--- config.mk ---
export PLATFORM = sky130hd
export DESIGN_NAME = baud_frame_deser
export DESIGN_NICKNAME = d
export VERILOG_FILES = /design/src/rtl/bfd_pkg.sv /design/src/rtl/bfd_seq.sv /design/src/rtl/bfd_shift.sv /design/src/rtl/baud_frame_deser.sv
export SDC_FILE = /design/constraint.sdc
export NUM_CORES = 1
export LEC_CHECK = 0
export ABC_AREA = 1
export CAP_MARGIN = 15
export CORE_MARGIN = 1
export CORE_UTILIZATION = 45
export DETAILED_ROUTE_END_ITERATION = 8
export PLACE_DENSITY = 0.7
export SYNTH_ARGS = -nofsm -noshare
export SYNTH_HDL_FRONTEND = slang
export SYNTH_SLANG_ARGS = --single-unit
--- constraint.sdc ---
create_clock -name clk -period 1.8 [get_ports clk]
set_clock_uncertainty 0.2 [all_clocks]
set_input_delay 0.36 -clock clk [delete_from_list [all_inputs] [get_ports clk]]
set_output_delay 0.36 -clock clk [all_outputs]
set_load 0.01 [all_outputs]
--- src/rtl/bfd_pkg.sv ---
package bfd_pkg;

   typedef enum logic {
      BFD_IDLE = 1'b0,
      BFD_RUN  = 1'b1
   } bfd_state_e;

   // Bits carried by one sample slot: one data word plus its control byte.
   function automatic int bfd_slot_bits(input int word_w, input int ctl_w);
      return word_w + ctl_w;
   endfunction

endpackage

--- src/rtl/bfd_seq.sv ---
module bfd_seq
   import bfd_pkg::*;
#(
   parameter int FRAME_W = 48,
   localparam int CNT_W  = $clog2(FRAME_W)
) (
   input  logic             clk,
   input  logic             rst,
   input  logic             sync_i,
   output logic             run_o,
   output logic [CNT_W-1:0] idx_o,
   output logic             last_o
);

   localparam logic [CNT_W-1:0] LAST_IDX = CNT_W'(FRAME_W - 1);

   bfd_state_e       state_q;
   logic [CNT_W-1:0] cnt_q;

   always_ff @(posedge clk) begin
      if (rst) begin
         state_q <= BFD_IDLE;
         cnt_q   <= '0;
      end else if (state_q == BFD_IDLE) begin
         cnt_q <= '0;
         if (sync_i) state_q <= BFD_RUN;
      end else if (cnt_q == LAST_IDX) begin
         cnt_q   <= '0;
         state_q <= sync_i ? BFD_RUN : BFD_IDLE;
      end else begin
         cnt_q <= cnt_q + 1'b1;
      end
   end

   assign run_o  = (state_q == BFD_RUN);
   assign idx_o  = cnt_q;
   assign last_o = run_o && (cnt_q == LAST_IDX);


   start_on_sync_chk: assert property (@(posedge clk) disable iff (rst)
      (!run_o && sync_i) |=> (run_o && idx_o == '0));


   frame_hold_chk: assert property (@(posedge clk) disable iff (rst)
      (run_o && !last_o) |=> (run_o && idx_o == $past(idx_o) + 1'b1));


   back_to_back_chk: assert property (@(posedge clk) disable iff (rst)
      (last_o && sync_i) |=> (run_o && idx_o == '0));


   idle_after_end_chk: assert property (@(posedge clk) disable iff (rst)
      (last_o && !sync_i) |=> !run_o);

endmodule

--- src/rtl/bfd_shift.sv ---
module bfd_shift #(
   parameter int FRAME_W = 48
) (
   input  logic               clk,
   input  logic               rst,
   input  logic               en_i,
   input  logic               sdata_i,
   output logic [FRAME_W-1:0] frame_o
);

   logic [FRAME_W-2:0] hist_q;

   always_ff @(posedge clk) begin
      if (rst)       hist_q <= '0;
      else if (en_i) hist_q <= {hist_q[FRAME_W-3:0], sdata_i};
   end

   // The full frame as it stands once the bit now on the input is taken.
   assign frame_o = {hist_q, sdata_i};

endmodule

--- src/rtl/baud_frame_deser.sv ---
module baud_frame_deser
   import bfd_pkg::*;
#(
   parameter int WORD_W  = 16,
   parameter int CTL_W   = 8,
   localparam int NSLOT   = 2,
   localparam int SLOT_W  = bfd_slot_bits(WORD_W, CTL_W),
   localparam int FRAME_W = NSLOT * SLOT_W,
   localparam int CNT_W   = $clog2(FRAME_W)
) (
   input  logic              clk,
   input  logic              rst,
   input  logic              sync_i,
   input  logic              sdata_i,
   output logic [WORD_W-1:0] dac_word_o,
   output logic              dac_sel_o,
   output logic              dac_stb_o,
   output logic [CTL_W-1:0]  ctrl0_o,
   output logic [CTL_W-1:0]  ctrl1_o,
   output logic              ctrl_stb_o
);

   if (WORD_W < 2) begin : g_bad_word
      $error("baud_frame_deser: WORD_W must be at least 2");
   end
   if (CTL_W < 1) begin : g_bad_ctl
      $error("baud_frame_deser: CTL_W must be at least 1");
   end

   logic               run;
   logic [CNT_W-1:0]   idx;
   logic               last;
   logic [FRAME_W-1:0] frame;
   logic [NSLOT-1:0]   word_hit;
   logic [CTL_W-1:0]   ctl_q [NSLOT];
   logic               chk_arm_q;

   bfd_seq #(.FRAME_W(FRAME_W)) u_seq (
      .clk    (clk),
      .rst    (rst),
      .sync_i (sync_i),
      .run_o  (run),
      .idx_o  (idx),
      .last_o (last)
   );

   bfd_shift #(.FRAME_W(FRAME_W)) u_shift (
      .clk     (clk),
      .rst     (rst),
      .en_i    (run),
      .sdata_i (sdata_i),
      .frame_o (frame)
   );

   for (genvar s = 0; s < NSLOT; s++) begin : g_slot
      localparam logic [CNT_W-1:0] WORD_END = CNT_W'(s * SLOT_W + WORD_W - 1);
      localparam int CTL_LSB = FRAME_W - (s + 1) * SLOT_W;

      assign word_hit[s] = run && (idx == WORD_END);

      always_ff @(posedge clk) begin
         if (rst)       ctl_q[s] <= '0;
         else if (last) ctl_q[s] <= frame[CTL_LSB +: CTL_W];
      end
   end

   always_ff @(posedge clk) begin
      if (rst) begin
         dac_word_o <= '0;
         dac_sel_o  <= 1'b0;
         dac_stb_o  <= 1'b0;
         ctrl_stb_o <= 1'b0;
         chk_arm_q  <= 1'b0;
      end else begin
         dac_stb_o  <= |word_hit;
         ctrl_stb_o <= last;
         chk_arm_q  <= 1'b1;
         if (|word_hit) begin
            dac_word_o <= frame[WORD_W-1:0];
            dac_sel_o  <= word_hit[1];
         end
      end
   end

   assign ctrl0_o = ctl_q[0];
   assign ctrl1_o = ctl_q[1];


   dac_stb_pulse_chk: assert property (@(posedge clk) disable iff (rst)
      dac_stb_o |=> !dac_stb_o);


   ctrl_stb_pulse_chk: assert property (@(posedge clk) disable iff (rst)
      ctrl_stb_o |=> !ctrl_stb_o);


   ctrl_hold_chk: assert property (@(posedge clk) disable iff (rst || !chk_arm_q)
      !ctrl_stb_o |-> (ctrl0_o == $past(ctrl0_o) && ctrl1_o == $past(ctrl1_o)));


   word_hold_chk: assert property (@(posedge clk) disable iff (rst || !chk_arm_q)
      !dac_stb_o |-> (dac_word_o == $past(dac_word_o) && dac_sel_o == $past(dac_sel_o)));

endmodule

# == Yosys cells after proc, flatten, opt, wreduce, memory -nomap -nowiden ==
# Memories as Yosys holds them, arrays and structs flattened.
# Cells that the tools add are included.
# word_totals
reg_bits,57
ram_bits,16
out_inout_bits,35
word_cells,30
n_memories,1
# mem_list
memory,depth,word_bits,read_ports,rd_ports_with_merged_regs,wr,line_no,rtl
ctl_q,2,8,2,0,2,baud_frame_deser.sv:35,logic [CTL_W-1:0] ctl_q [NSLOT];
# op_classes
add_sub_neg,1
eq_ne,3
n_mux,10
n_bitwise,3
reduce_logical,5
# op_table
op,count
$mux W8,2
$eq A6 B6 Y1 const B,2
$mux W1,8
$add A6 B1 Y6 const B,1
$eq A6 B4 Y1 const B,1
$logic_and A1 B1 Y1,3
$reduce_or A3 Y1,1
$or A1 B1 Y1,2
$reduce_or A2 Y1,1
$not A1 Y1,1

# == Longest topological paths before layout ==
# logic_depth
depth_word,6
depth_mapped,8
mapped_depth_nobuf,7

# == Hierarchy ==
# A second synthesis with hierarchy kept.
# unflattened
cells_unflattened,509
area_unflattened_um2,3691.0
# by_module_without_submodules
mod,n_inst,cells_each,area_per_inst_um2,seq_area_each_um2
bfd_shift,1,299,1918.1,940.9
baud_frame_deser,1,173,1465.2,860.8
bfd_seq,1,37,307.8,140.1

# == Worst setup path after synthesis ==
# Ideal clock, no wire load.
# synth_timing
path_type,input -> register
start,in rst
end,mem ctl_q[0][0] (enable)
setup_time_ns,0.362
arrival_ns,1.198
required_ns,1.238
setup_slack_ns,0.041
stages,4
path_cell_list,inv_1 > clkbuf_1 > buf_2 > nand2_1
# synth_lines
item,line_no,rtl
start: declaration,baud_frame_deser.sv:12,"input logic rst,"
end: declaration,baud_frame_deser.sv:35,

# == Worst setup path in the final report ==
# layout_timing
start,reg dac_sel_o
end,out dac_sel_o
# layout_lines
item,line_no,rtl
start: declaration,baud_frame_deser.sv:16,"output logic dac_sel_o,"
start signal: assignment,baud_frame_deser.sv:80,dac_sel_o <= word_hit[1];
# No word-level cell between the ends.

==> impl_metrics.json <==
{
  "status": "completed",
  "synth_edf_count": 16,
  "layout-drive-gt1-share": 0.129,
  "cts-hold-fix-buffers": 0,
  "start_util": 0.474,
  "cts_setup_buffers": 0,
  "crit_path_max_fanout": 2,
  "crit_chain": "clkdlybuf4s50_1",
  "area_growth_syn_to_layout_pct": 24.8,
  "vias": 2154,
  "synth_commonest_cells": "nor2_1, dfxtp_1, inv_1",
  "slew_violations": 0,
  "fin_util": 0.591,
  "ys.flop_type": "dfxtp_1",
  "synth_cells": 321,
  "grt_start_max_net_pins": 35,
  "place_hpwl_microns": 3320,
  "io_buffers": 38,
  "wl_microns": 5220,
  "synthArstFlopShare": 0,
  "clock.fmax_ghz": 0.565,
  "crit_family": "buffers and inverters",
  "maxCapViolCount": 0,
  "cp.buffers_inverters": 1,
  "power.density_nw_per_um2": 928,
  "cts.sinks": 73,
  "vias_per_cell": 4.90,
  "worstSkewPairLatency_ns": 0.34,
  "period_needed_ns": 1.77,
  "grt_pass1_wl_microns": 8240,
  "die_x_microns": 81.6,
  "cts_tree": "built",
  "slowest_delay_ns": 0.54,
  "crit_type": "register to primary output",
  "yosysTopAreaCellShare": 0.400,
  "setup_viol": 0,
  "crit_path_end_kind": "primary output",
  "cts_buffers": 9,
  "num-nets-final": 365,
  "ys_ff_latch": 73,
  "avgRoutedWirePerCell_microns": 11.9,
  "grt_pass1_vias": 1849,
  "final_area_sq_um": 3560,
  "finalWorstSetupSlack_ns": 0.0286,
  "root_buffer": "clkbuf_8",
  "synth_area_sq_um": 2850,
  "synth_fp_nets": 326,
  "drtPass1Iterations": 5,
  "ant_nets": 0,
  "die-height_microns": 81.6,
  "finalHoldViolCount": 0,
  "dr.first_iter.drc_count": 102,
  "gp_congestion": 0.797,
  "cp.required_ns": 1.24,
  "die_area_sq_um": 6660,
  "ir_worst_vdd_mv": 0.535,
  "drc_errors": 0,
  "n_antenna_cell": 0,
  "path_clk_slew_ns": 0.07,
  "grt_usage": 0.166,
  "period_share": 0.984,
  "synth_area_per_cell_sq_um": 8.89,
  "yosysWarnings": 0,
  "rows": 28,
  "grt_overflow": 0,
  "yosysSeqAreaShare": 0.568,
  "synth_area_leader_cell": "dfxtp_1",
  "p_leak_nw": 1.82,
  "synth_area_leaders": "dfxtp_1, edfxtp_1, nor2_1",
  "core_sq_um": 6030,
  "synth_cell_types": 22,
  "rsz0062_at_grt": "false",
  "hold_path.class": "register to register",
  "slowest_stage": "clkdlybuf4s50_1",
  "io_pins": 39,
  "antenna_found_initial": 0,
  "synth_most_common_cell": "nor2_1",
  "clockBufferDepth": 2,
  "worstPathArrival_ns": 1.21,
  "worstSetupStartpointType": "register",
  "htreeDepth": 3,
  "place_area_sq_um": 3290,
  "slew_headroom": 0.808,
  "dp_slack_ns": -0.0729,
  "worst_slew_pin_slew_ns": 0.288,
  "fin_setup_tns_ns": 0
}
==> per-layer routing <==
layer	track usage	wire, microns
met1	0.206	2470
met2	0.263	2450
met3	0.0456	215
met4	0.0860	86
met5	0	0
==> repair_timing <==
item | in CTS | in global routing
gates resized for setup | 5 | 23
endpoints found under the setup margin | 5 | 40
cloned | 0 | 1
pin swaps | 0 | 1
==> cell families after synthesis <==
group                      synth area share
xor gates and xnor gates            0.00614
buffers and inverters                0.0943
DFF                                   0.568
and+or+nand+nor                       0.205
AOI/OAI and AO/OA                     0.122
adders and majority gates           0.00438
==> registers in the layout, summed over array words and instances, names as in the netlist <==
register	flops
u_shift.hist_q	31
ctl_q	16
dac_word_o	16
u_seq.idx_o	6
ctrl_stb_o	1
dac_sel_o	1
dac_stb_o	1
u_seq.run_o	1
==> final timing paths <==
check                                               start  cells after the start                           to  slack [ns]
worst max-delay path               dac_sel_o$_SDFFE_PP0P_                      1                    dac_sel_o        0.03
worst min-delay path            u_seq.idx_o[0]$_SDFF_PP0_                      1    u_seq.idx_o[0]$_SDFF_PP0_        0.25
worst min register to register  u_seq.idx_o[0]$_SDFF_PP0_                      1    u_seq.idx_o[0]$_SDFF_PP0_        0.25
worst max register to register  u_seq.idx_o[0]$_SDFF_PP0_                      7  dac_word_o[14]$_SDFFE_PP0P_        0.11
==> layout by cell type (no fill, tap or decap), types with 2 or more instances in the layout <==
cell type and instances:
a21oi_1 36, buf_12 2, buf_4 5, clkbuf_8 12, clkdlybuf4s50_1 14, dfxtp_1 57, dlygate4sd2_1 5, dlymetal6s2s_1 19
edfxtp_1 16, inv_1 38, inv_4 2, nand2_1 24, nand2_2 2, nand2_4 2, nand3_1 6, nand3_2 12
nand3_4 2, nor2_1 68, nor2_4 4, o21ai_0 32
==> where the power goes <==
group          internal, mW  total (mW)  switching [mW]
registers              1.75        1.80          0.0461
clock network         0.696        1.28           0.583
logic                0.0905       0.225           0.135
total                  2.54        3.30           0.764
==> worst register-to-register path, delay by kind of cell, from the launching register on <==
family	cells	cell delay [ns]
compound gates	1	0.18
fa+ha+maj	1	0.20
buf+inv	1	0.19
flops	1	0.35
simple gates	4	0.46
==> stage by stage <==
stage               hold WS (ns)  cells  power [mW]
global placement           0.228    423        2.06
global route               0.272    440        3.46
floorplan                  0.218    321        1.97
detailed placement         0.243    423        2.07
CTS                        0.255    439        3.35
finish                     0.251    440        3.30
==> area by class of cell <==
| cell class | count | area [sq um] |
|---|---|---|
| Fill cell | 546 | 2460 |
| Sequential cell | 73 | 1620 |
| Multi-Input combinational cell | 192 | 990 |
| Timing Repair Buffer | 45 | 499 |
| Clock buffer | 13 | 190 |
| Inverter | 39 | 149 |
| Tap cell | 75 | 93.8 |
| Clock inverter | 3 | 18.8 |
Power figures use the tool's default switching activity.
